`config.mk`:
```
export PLATFORM = sky130hd
export DESIGN_NAME = fracn_ratio_gen
export DESIGN_NICKNAME = d
export VERILOG_FILES = /design/src/rtl/fracn_pkg.sv /design/src/rtl/fracn_acc.sv /design/src/rtl/fracn_mash.sv /design/src/rtl/fracn_divcnt.sv /design/src/rtl/fracn_ratio_gen.sv
export SDC_FILE = /design/constraint.sdc
export NUM_CORES = 1
export LEC_CHECK = 0
export ABC_AREA = 1
export BUFFER_PORTS_ARGS = -buffer_cell sky130_fd_sc_hd__buf_2
export CAP_MARGIN = 20
export CORE_MARGIN = 10
export CORE_UTILIZATION = 60
export CTS_CLUSTER_DIAMETER = 80
export DETAILED_ROUTE_END_ITERATION = 12
export PLACE_DENSITY_LB_ADDON = 0.12
export SYNTH_ARGS = -nofsm -noshare
export SYNTH_HDL_FRONTEND = slang
export SYNTH_SLANG_ARGS = --single-unit
```
`constraint.sdc`:
```
create_clock -name clk -period 33.7 [get_ports clk]
set_input_delay 10.11 -clock clk [delete_from_list [all_inputs] [get_ports clk]]
set_output_delay 10.11 -clock clk [all_outputs]
set_load 0.03 [all_outputs]
```
`src/rtl/fracn_pkg.sv`:
```
package fracn_pkg;
  localparam int W_INT = 9;
  localparam int W_MOD = 12;

  typedef struct packed {
    logic [W_INT-1:0] n_int;
    logic [W_MOD-1:0] frac;
    logic [W_MOD-1:0] modulus;
  } ratio_cfg_t;
endpackage

```
`src/rtl/fracn_acc.sv`:
```
module fracn_acc #(
  parameter int W = 12
) (
  input  logic         clk,
  input  logic         rst,
  input  logic         clr,
  input  logic         step,
  input  logic [W-1:0] addend,
  input  logic [W-1:0] modulus,
  output logic         carry,
  output logic [W-1:0] residue
);
  logic [W-1:0] acc_q;
  logic [W:0]   sum;

  assign sum     = {1'b0, acc_q} + {1'b0, addend};
  assign carry   = (sum >= {1'b0, modulus});
  assign residue = carry ? W'(sum - {1'b0, modulus}) : sum[W-1:0];

  always_ff @(posedge clk) begin
    if (rst || clr) acc_q <= '0;
    else if (step)  acc_q <= residue;
  end

  // the wrap by one subtraction is exact only for inputs below the modulus
  assert_addend_in_range_R10: assert property (@(posedge clk) disable iff (rst)
    step |-> (addend < modulus));
endmodule

```
`src/rtl/fracn_mash.sv`:
```
module fracn_mash #(
  parameter int W = 12
) (
  input  logic              clk,
  input  logic              rst,
  input  logic              clr,
  input  logic              step,
  input  logic [W-1:0]      frac,
  input  logic [W-1:0]      modulus,
  output logic signed [3:0] offset
);
  localparam int STAGES = 3;

  logic [W-1:0]      feed [0:STAGES];
  logic [STAGES-1:0] cy;
  logic              c2_d, c3_d, c3_dd;

  assign feed[0] = frac;

  for (genvar g = 0; g < STAGES; g++) begin : g_stage
    fracn_acc #(.W(W)) u_acc (
      .clk     (clk),
      .rst     (rst),
      .clr     (clr),
      .step    (step),
      .addend  (feed[g]),
      .modulus (modulus),
      .carry   (cy[g]),
      .residue (feed[g+1])
    );
  end

  always_ff @(posedge clk) begin
    if (rst || clr) begin
      c2_d  <= 1'b0;
      c3_d  <= 1'b0;
      c3_dd <= 1'b0;
    end else if (step) begin
      c2_d  <= cy[1];
      c3_d  <= cy[2];
      c3_dd <= c3_d;
    end
  end

  assign offset = $signed({3'b000, cy[0]})
                + $signed({3'b000, cy[1]}) - $signed({3'b000, c2_d})
                + $signed({3'b000, cy[2]}) - $signed({2'b00, c3_d, 1'b0})
                + $signed({3'b000, c3_dd});

  // combined carry stays inside the dither window
  assert_offset_window_R5: assert property (@(posedge clk) disable iff (rst)
    (offset >= -4'sd3) && (offset <= 4'sd4));
endmodule

```
`src/rtl/fracn_divcnt.sv`:
```
module fracn_divcnt #(
  parameter int W       = 9,
  parameter int RST_VAL = 32
) (
  input  logic         clk,
  input  logic         rst,
  input  logic         run,
  input  logic         reload,
  input  logic [W-1:0] reload_val,
  output logic         tc
);
  logic [W-1:0] cnt_q;

  assign tc = (cnt_q == '0);

  always_ff @(posedge clk) begin
    if (rst)                cnt_q <= W'(RST_VAL - 1);
    else if (reload)        cnt_q <= reload_val - W'(1);
    else if (run && !tc)    cnt_q <= cnt_q - W'(1);
  end

  // a fresh divider cycle never ends on its first clock (ratios are at least 31)
  assert_no_instant_tc_R2: assert property (@(posedge clk) disable iff (rst)
    reload |=> !tc);
endmodule

```
`src/rtl/fracn_ratio_gen.sv`:
```
module fracn_ratio_gen
  import fracn_pkg::*;
#(
  parameter int N_MIN   = 31,
  parameter int N_MAX   = 511,
  parameter int RST_INT = 32
) (
  input  logic             clk,
  input  logic             rst,
  input  logic             load,
  input  logic [W_INT-1:0] int_in,
  input  logic [W_MOD-1:0] frac_in,
  input  logic [W_MOD-1:0] mod_in,
  output logic [W_INT-1:0] div_value,
  output logic             div_pulse,
  output logic             cfg_err
);
  localparam int W_C = W_INT + 2;
  localparam logic signed [W_C-1:0] C_MIN = W_C'(N_MIN);
  localparam logic signed [W_C-1:0] C_MAX = W_C'(N_MAX);

  ratio_cfg_t        shadow_q, act_q;
  logic              pend_q, err_q;
  logic [W_INT-1:0]  ratio_q;
  logic              tc, tick, apply, step_mod, new_ok, cand_ok, reload;
  logic signed [3:0] offset;
  logic signed [W_C-1:0] cand;
  logic [W_INT-1:0]  reload_val;

  assign tick     = err_q ? pend_q : tc;
  assign apply    = tick && pend_q;
  assign cand     = $signed({2'b00, act_q.n_int}) + {{(W_C-4){offset[3]}}, offset};
  assign cand_ok  = (cand >= C_MIN) && (cand <= C_MAX);
  assign step_mod = tick && !pend_q && cand_ok;
  assign new_ok   = (shadow_q.modulus >= W_MOD'(2))
                 && (shadow_q.frac < shadow_q.modulus)
                 && (shadow_q.n_int >= W_INT'(N_MIN))
                 && (shadow_q.n_int <= W_INT'(N_MAX));
  assign reload     = (apply && new_ok) || step_mod;
  assign reload_val = apply ? shadow_q.n_int : cand[W_INT-1:0];

  always_ff @(posedge clk) begin
    if (rst) begin
      shadow_q <= '0;
      act_q    <= '{n_int: W_INT'(RST_INT), frac: '0, modulus: W_MOD'(2)};
      pend_q   <= 1'b0;
      err_q    <= 1'b0;
      ratio_q  <= W_INT'(RST_INT);
    end else begin
      if (apply) begin
        act_q <= shadow_q;
        if (new_ok) begin
          ratio_q <= shadow_q.n_int;
          err_q   <= 1'b0;
        end else begin
          err_q   <= 1'b1;
        end
      end else if (tick) begin
        if (cand_ok) ratio_q <= cand[W_INT-1:0];
        else         err_q   <= 1'b1;
      end
      pend_q <= load || (pend_q && !apply);
      if (load) shadow_q <= '{n_int: int_in, frac: frac_in, modulus: mod_in};
    end
  end

  fracn_mash #(.W(W_MOD)) u_mash (
    .clk     (clk),
    .rst     (rst),
    .clr     (apply),
    .step    (step_mod),
    .frac    (act_q.frac),
    .modulus (act_q.modulus),
    .offset  (offset)
  );

  fracn_divcnt #(.W(W_INT), .RST_VAL(RST_INT)) u_cnt (
    .clk        (clk),
    .rst        (rst),
    .run        (!err_q),
    .reload     (reload),
    .reload_val (reload_val),
    .tc         (tc)
  );

  assign div_value = ratio_q;
  assign div_pulse = tc && !err_q;
  assign cfg_err   = err_q;

  // the active setting moves only on a boundary
  assert_cfg_hold_R6: assert property (@(posedge clk) disable iff (rst)
    !tick |=> $stable(act_q));
  // while running, the active fraction is a proper fraction
  assert_frac_proper_R7: assert property (@(posedge clk) disable iff (rst)
    !err_q |-> (act_q.frac < act_q.modulus));
  // while running, the ratio is one the counter supports
  assert_ratio_range_R8: assert property (@(posedge clk) disable iff (rst)
    !cfg_err |-> ((div_value >= W_INT'(N_MIN)) && (div_value <= W_INT'(N_MAX))));
endmodule

```
=== Word-level counts from Yosys, hierarchy flattened ===
Index checks and enable logic that the tools add are counted.

* Logic and storage cells: 80
* Register bits after elaboration: 125
* Output and inout port bits: 11

* Add/subtract/negate cells: 14
* Magnitude comparators: 9
* Reduce and logical (&&, ||, !) cells: 24
* Equality and inequality tests: 2
* Muxes and demuxes: 15

{| class="wikitable"
|+ Operators with widths
! operator !! number
|-
| 9-bit 2-to-1 mux || 7
|-
| 12-bit by 12-bit adder with 13-bit output || 3
|-
| 13-bit by 12-bit greater-or-equal comparator with 1-bit output || 3
|-
| 12-bit 2-to-1 mux || 3
|-
| 12-bit subtractor || 3
|-
| 9-bit by 1-bit subtractor with 9-bit output, second input constant || 2
|-
| 12-bit by 2-bit greater-or-equal comparator with 1-bit output, second input constant || 1
|-
| 12-bit less-than comparator || 1
|-
| 10-bit by 4-bit adder with 11-bit output || 1
|-
| 11-bit by 6-bit greater-or-equal comparator with 1-bit output, second input constant || 1
|-
| 11-bit by 10-bit less-or-equal comparator with 1-bit output, second input constant || 1
|-
| 1-bit logical AND || 11
|-
| 9-bit by 5-bit greater-or-equal comparator with 1-bit output, second input constant || 1
|-
| 9-bit less-or-equal comparator, second input constant || 1
|-
| 9-bit logical NOT || 1
|-
| 4-bit by 2-bit adder with 4-bit output || 2
|-
| 2-bit nonzero test || 3
|-
| 1-bit 2-to-1 mux || 5
|-
| 1-bit logical NOT || 4
|-
| 4-bit by 2-bit subtractor with 4-bit output || 1
|-
| 4-bit by 3-bit subtractor with 4-bit output || 1
|-
| 1-bit logical OR || 3
|-
| 3-bit AND reduction || 1
|-
| 1-bit by 1-bit adder with 2-bit output || 1
|-
| other kinds (3) || 3
|}

=== Logic depth before layout (Yosys ltp) ===
Gate-level depths: netlist of run 1.

* Word-level depth: 17
* Mapped depth: 96
* Gate-level depth less buffers: 93

=== By module ===
Synthesis of run 1 repeated with hierarchy kept, for this count alone.

* Cells, all modules: 1,743
* Area total of the unflattened synthesis: 11,009.3 um2

{| class="wikitable"
|+ By module, submodules not included
! module !! instances !! cells an instance !! area each (um2)
|-
| fracn_acc at u_mash.g_stage[0].u_acc ... || 2 || 354 || 2,055.7
|-
| fracn_ratio_gen || 1 || 520 || 3,793.6
|-
| fracn_acc at u_mash.g_stage[1].u_acc || 1 || 356 || 2,068.2
|-
| fracn_divcnt || 1 || 121 || 750.7
|-
| fracn_mash || 1 || 38 || 285.3
|}

=== Worst setup path before layout of run 1 ===
OpenSTA, ideal clock, no wires.

* Path kind: flip-flop to flip-flop
* Start: register act_q[12] (netlist name)
* End: register u_cnt.cnt_q[8]
* Stages on the path, launching flop included: 93
* Path buffers: 3
* Period minus slack after synthesis: 12,272 ps
* Setup slack: 21,428 ps
* Arrival: 12,155 ps
* Required time: 33,583 ps
* Cells stage by stage: dfxtp_1 -> ha_1 -> inv_1 -> fa_1 -> nand3b_1 -> and2_1 -> inv_1 -> a21oi_1 -> o21ai_0 -> xnor2_1 -> inv_1 -> ha_1 -> a21oi_1 -> o21a_1 -> o21ai_0 -> nand2_1 -> nand2_1 -> nand2_1 -> [57 not listed] -> nand2_1 -> nand3_1 -> nand2_1 -> nand2_1 -> nor2_2 -> nand3_2 -> nand3_4 -> buf_4 -> nand3b_1 -> nand2_2 -> ha_1 -> nand3_2 -> nor2_4 -> nand2_1 -> nand2_1 -> nand2_1 -> nor2_1 -> nor2_1

{| class="wikitable"
|+ RTL lines
! element !! RTL line !! source
|-
| from (decl) || fracn_ratio_gen.sv:22 || <nowiki>ratio_cfg_t shadow_q, act_q;</nowiki>
|-
| from (signal assigned) || fracn_ratio_gen.sv:45 || <nowiki>act_q <= '{n_int: W_INT'(RST_INT), frac: '0, modulus: W_MOD'(2)};</nowiki>
|-
| from (signal assigned) || fracn_ratio_gen.sv:51 || <nowiki>act_q <= shadow_q;</nowiki>
|-
| to (signal assigned) || fracn_divcnt.sv:17 || <nowiki>if (rst) cnt_q <= W'(RST_VAL - 1);</nowiki>
|-
| to (signal assigned) || fracn_divcnt.sv:18 || <nowiki>else if (reload) cnt_q <= reload_val - W'(1);</nowiki>
|-
| to (signal assigned) || fracn_divcnt.sv:19 || <nowiki>else if (run && !tc) cnt_q <= cnt_q - W'(1);</nowiki>
|-
| to (decl) || fracn_divcnt.sv:12 || <nowiki>logic [W-1:0] cnt_q;</nowiki>
|}

==> results of run 1 <==
power by group through the flow:
stage | registers, mW | clock network, mW | logic (mW)
floorplan | 0.156 | 0 | 0.0114
global placement | 0.156 | 0 | 0.0162
detailed placement | 0.156 | 0 | 0.0167
CTS | 0.153 | 0.190 | 0.0171
global route | 0.154 | 0.198 | 0.0194
finish | 0.153 | 0.188 | 0.0171
metal layers:
| metal | routed length (um) | vias to the layer above | GRT usage (%) |
|---|---|---|---|
| met1 | 11000 | 3910 | 30.1 |
| met5 | 0 | - | 0 |
| met3 | 1380 | 54 | 5.51 |
| met4 | 762 | 0 | 9.62 |
| li1 | - | 4454 | - |
| met2 | 10400 | 232 | 36.2 |
worst max path at each step:
stage	endpoint
after floorplan	u_cnt.cnt_q[8]
after global placement	u_cnt.cnt_q[8]
after detailed placement	u_cnt.cnt_q[8]
after CTS	u_mash.g_stage[2].u_acc.acc_q[9]
after global routing	u_cnt.cnt_q[8]
final	u_mash.g_stage[2].u_acc.acc_q[9]
per-stage QoR:
| step | total power, mW | hold WS [ps] | instances |
|---|---|---|---|
| final | 0.359 | 459 | 1556 |
| after global routing | 0.371 | 480 | 1556 |
| after CTS | 0.360 | 458 | 1556 |
| after detailed placement | 0.173 | 449 | 1525 |
| after global placement | 0.173 | 447 | 1525 |
| after floorplan | 0.167 | 444 | 1331 |
area by class of cell:
type / instances / share of cell area, %
inverter: 164 / 6.16
clock buffer: 18 / 4.38
tap: 188 / 2.35
timing repair buffer: 50 / 2.60
multi-input combinational: 998 / 57.9
sequential: 125 / 25.0
clock inverter: 13 / 1.66
sequential cells by signal, summed over array words and instances (netlist names):
register,flops
u_mash.g_stage.u_acc.acc_q,36
u_cnt.cnt_q,9
act_q,33
shadow_q,33
pend_q,1
u_mash.c3_d,1
u_mash.c3_dd,1
div_value,9
u_mash.c2_d,1
cfg_err,1
cell usage in the layout, fill, tap and decap left out, types with 33 or more instances in the layout:
cell type | synthesis | routed
nand2_1 | 242 | 242
inv_1 | 158 | 158
nor2_1 | 159 | 158
o21ai_0 | 140 | 140
dfxtp_1 | 125 | 125
a21oi_1 | 123 | 123
ha_1 | 95 | 95
nand3_1 | 57 | 57
buf_2 | 5 | 46
xor2_1 | 33 | 33
cell families (layout without fill, tap and decap cells):
group / after synthesis / in the layout / synth area share, %
fa+ha+maj: 104 / 104 / 15.0
simple gates: 533 / 533 / 25.4
xor+xnor: 52 / 52 / 5.06
compound gates: 309 / 309 / 18.0
buf+inv: 208 / 245 / 9.14
flops: 125 / 125 / 27.4
tightest hold or removal path, stage by stage (launching register included):
cell and delay [ps]:
dfxtp_1 310, nand2_1 60, a21oi_1 50
==> results.yml, run 1 <==
sta:
  fmax_mhz: 64.4
  setup_violations: 0
  rsz0062_at_grt: "false"
  tightestPinTransition_ps: 1030
  fin_skew_ps: 10.6
  fin_crit_sh_pct: 46.1
  period_minus_slack_ps: 15530
  hold_viol: 0
  timing.final.ws_setup_ps: 18170
  maxSlewHeadroom_pct: 31.2
  finalMaxSlewViolations: 0
  fin_tns_setup_ps: 0
clocking:
  htree_levels: 4
  cts_root_buf: "clkbuf_16"
  clock_sinks: 125
  path_clk_slew_ps: 60
  cts-buffers-inserted: 17
  post_cts_buffers: 0
  clock_path_buffers: 2
  cts-resized-gates: 0
  clkLatencyLatePin_ps: 420
  cts-hold-fix-buffers: 0
  cts_tree: "yes"
drt:
  wl_mm: 23.6
  vias_per_cell: 5.56
  drt_iter0_markers: 556
  dr.pass1.iters: 5
  ant_nets: 0
  drc: 0
  vias: 8650
  wire_per_inst_um: 15.2
layout:
  finalInstanceArea_um2: 10000
  area_growth_pct: 9.69
  regArea_um2: 2500
  drive_gt1_share_pct: 9.21
  multi_input_area_um2: 5810
  nFillCells: 1410
  n_antenna_cell: 0
  final_util_pct: 66.5
  layout.nets: 1496
floorplan:
  start_util_pct: 60.6
  core_um2: 15100
  io_pins: 47
  rows: 45
  die_area_um2: 20600
  die_x_um: 143
  dieHeight_um: 143
setup_path:
  r2r-end: "u_mash.g_stage[2].u_acc.acc_q[9]"
  path_class: "reg2reg"
  cpMostUsedCell: "nand2_1"
  path_buf_inv: 10
  path_delay_family: "simple AND/OR/NAND/NOR gates"
  crit_cells: 85
  reg2reg_depth: 85
  reg2reg_slack_ps: 18170
  arrival_ps: 15830
  end_kind: "flip-flop"
  slowest_delay_ps: 1010
  critPathRequiredTime_ps: 33990
  timing.rr.start: "act_q[12]"
  cpMaxStageDelayCell: "inv_1"
  critPathLaunchType: "flip-flop"
  cp-startpoint: "act_q[12]"
  path_max_fanout: 50
logic_synthesis:
  synth_cell_types: 49
  ys_warn_count: 0
  synth_seq_cells: 125
  ys_seq_area_share_pct: 27.4
  syn_area_um2: 9140
  synth_top_cell_area_share_pct: 27.4
  synth_area_leaders: "dfxtp_1 27%, ha_1 13%, nand2_1 9.9%, o21ai_0 7.7%, a21oi_1 6.7%"
  syn_avg_cell_area_um2: 6.87
  yosys.area.top_type: "dfxtp_1"
  yosys-top-cells-count: "242 x nand2_1, 159 x nor2_1, 158 x inv_1"
  synth_edf_count: 0
  syn-num-nets: 1471
  syn_inst: 1331
  yosysMostFrequentCell: "nand2_1"
  ys.flop_type: "dfxtp_1"
  synth_async_sr_flop_share_pct: 0
min_path:
  min_path_cells: 2
  hp-class: "reg2reg"
  hold_path_end: "div_value[6]"
  min-delay-start: "div_value[6]"
job:
  cap_violations: 0
placement:
  gp_congestion: 0.977
  post_dp_cell_area_um2: 9420
  dp_slack_ps: 18440
  io_buffer_count: 46
  dp_hpwl_mm: 18.0
power:
  vdd_ir_drop_max_mv: 0.0327
  combPwrFrac_pct: 4.8
  switching_share_pct: 23.2
  power_switching_mw: 0.0832
  pwr-share-clk_pct: 52.5
  power_frac_seq_pct: 42.7
  power_density_nw_per_um2: 35.8
  leakagePower_nw: 4.96
  p_int_mw: 0.276
grt:
  grt_usage_pct: 23.2
  antenna_found_initial: 0
  grt_pass1_wl_mm: 38.7
  overflow: 0
  grt_max_degree: 74
  first_global_vias: 8024
outcome:
  status: "completed"
Note: power is estimated with default switching activity, not from simulation.
==> run 2: changes to the inputs <==
--- a/config.mk
+++ b/config.mk
@@ -9,7 +9,7 @@
 export BUFFER_PORTS_ARGS = -buffer_cell sky130_fd_sc_hd__buf_2
 export CAP_MARGIN = 20
 export CORE_MARGIN = 10
-export CORE_UTILIZATION = 60
+export CORE_UTILIZATION = 57
 export CTS_CLUSTER_DIAMETER = 80
 export DETAILED_ROUTE_END_ITERATION = 12
 export PLACE_DENSITY_LB_ADDON = 0.12
==> constraint.sdc (replaced) <==
create_clock -name clk -period 12.4 [get_ports clk]
set_input_delay 3.72 -clock clk [delete_from_list [all_inputs] [get_ports clk]]
set_output_delay 3.72 -clock clk [all_outputs]
set_load 0.03 [all_outputs]
==> results.yml, run 2 (synthesized netlist as in run 1, its figures left out) <==
clocking:
  htree_levels: 4
  clkLatencyLatePin_ps: 430
  path_clk_slew_ps: 60
  cts_root_buf: "clkbuf_16"
  cts_tree: "yes"
  clock_path_buffers: 2
  cts-buffers-inserted: 17
  cts-hold-fix-buffers: 0
  clock_sinks: 125
layout:
  layout.nets: 1555
  largest_register_ffs: 36
  fin_cells: 1643
  layout_common_cells: "214 x nand2_1, 152 x nor2_1, 149 x inv_1, 126 x o21ai_0, 123 x dfxtp_1"
  top_register: "u_mash.g_stage.u_acc.acc_q"
  final_util_pct: 70.9
  drive_gt1_share_pct: 20.3
  finalInstanceArea_um2: 11200
  reg_top3: "u_mash.g_stage.u_acc.acc_q x36, act_q x33, shadow_q x33"
  nFillCells: 1295
  area_growth_pct: 22.8
  final_common_cell: "nand2_1"
  n_antenna_cell: 0
setup_path:
  slowest_delay_ps: 550
  critPathLaunchType: "flip-flop"
  path_class: "reg2reg"
  critPathRequiredTime_ps: 12750
  path_max_fanout: 18
  cpMostUsedCell: "nand2_2"
  end_kind: "flip-flop"
  cpMaxStageDelayCell: "fa_1"
  path_buf_inv: 12
  arrival_ps: 12490
  path_delay_family: "adder cells"
drt:
  wl_mm: 26.5
  wire_per_inst_um: 16.1
  vias_per_cell: 5.60
  dr.pass1.iters: 5
  vias: 9205
  drc: 0
  ant_nets: 0
  drt_iter0_markers: 643
floorplan:
  rows: 46
  core_um2: 15800
  die_area_um2: 21500
  start_util_pct: 57.8
  io_pins: 47
  dieHeight_um: 147
  die_x_um: 147
placement:
  gp_congestion: 0.929
  placed_cells: 1591
  dp_slack_ps: -372
  io_buffer_count: 46
  dp_hpwl_mm: 18.7
  post_dp_cell_area_um2: 9760
power:
  leakagePower_nw: 5.32
  power.total_mw: 1.01
  vdd_ir_drop_max_mv: 0.128
  power_density_nw_per_um2: 90.2
grt:
  antenna_found_initial: 0
  grt_pass1_wl_mm: 41.5
  grt_usage_pct: 23.0
  overflow: 0
  first_global_vias: 8613
  grt_max_degree: 69
sta:
  rsz0062_at_grt: "true"
  hold_viol: 0
  maxSlewHeadroom_pct: 43.4
  fin_skew_ps: 10.6
  setup_violations: 0
  fmax_mhz: 82.4
  period_minus_slack_ps: 12140
  fin_crit_sh_pct: 97.9
  tightestPinTransition_ps: 848
  timing.final.ws_setup_ps: 257
  finalMaxSlewViolations: 0
job:
  cap_violations: 0
outcome:
  status: "completed"
min_path:
  hp-class: "reg2reg"
==> run 2: through the flow <==
step | TNS [ps] | hold slack, ps
5_1_grt | -17740 | 494
3_3_place_gp | 0 | 445
6_report | 0 | 457
2_1_floorplan | 0 | 444
4_1_cts | 0 | 465
3_5_place_dp | -11630 | 456
==> run 2: cell type report <==
class                           instances  area (um^2)  area share (%)
Clock buffer                           19          453            4.03
Inverter                              164          624            5.56
Clock inverter                         12          183            1.63
Timing Repair Buffer                  109          807            7.19
Sequential cell                       125         2500            22.3
Tap cell                              216          270            2.41
Multi-Input combinational cell        998         6390            56.9
==> run 2: layer usage <==
layer / global-route usage [%] / vias to the layer above / wire length (um)
met4: 7.31 / 0 / 690
li1: - / 4577 / -
met2: 38.1 / 324 / 12200
met3: 4.51 / 55 / 1730
met5: 0 / - / 0
met1: 29.3 / 4249 / 11900
==> run 2: worst min-delay path: cells and delay by family (launching register included) <==
| family | cells | cell delay (ps) |
|---|---|---|
| compound gates | 1 | 50 |
| flops | 1 | 300 |
| simple gates | 1 | 60 |
==> run 2: final timing paths <==
path                                          from                               end  slack [ps]  depth (start not counted)
setup / recovery  u_mash.g_stage[0].u_acc.acc_q[0]  u_mash.g_stage[2].u_acc.acc_q[9]         260                         87
hold / removal                        div_value[2]                      div_value[2]         460                          2
setup reg to reg  u_mash.g_stage[0].u_acc.acc_q[0]  u_mash.g_stage[2].u_acc.acc_q[9]         260                         87
hold reg to reg                       div_value[2]                      div_value[2]         460                          2
==> run 2: power by group <==
part	total, mW	internal (mW)	switching (mW)
Sequential	0.417	0.410	0.00697
Clock	0.547	0.348	0.200
Combinational	0.0480	0.0188	0.0292
==> run 2: timing repair <==
item,CTS,global route
pin swaps,6,63
buffers inserted,2,16
hold endpoints to repair,0,0
setup endpoints to repair,48,58
gates resized for setup,23,125
cloned,0,3
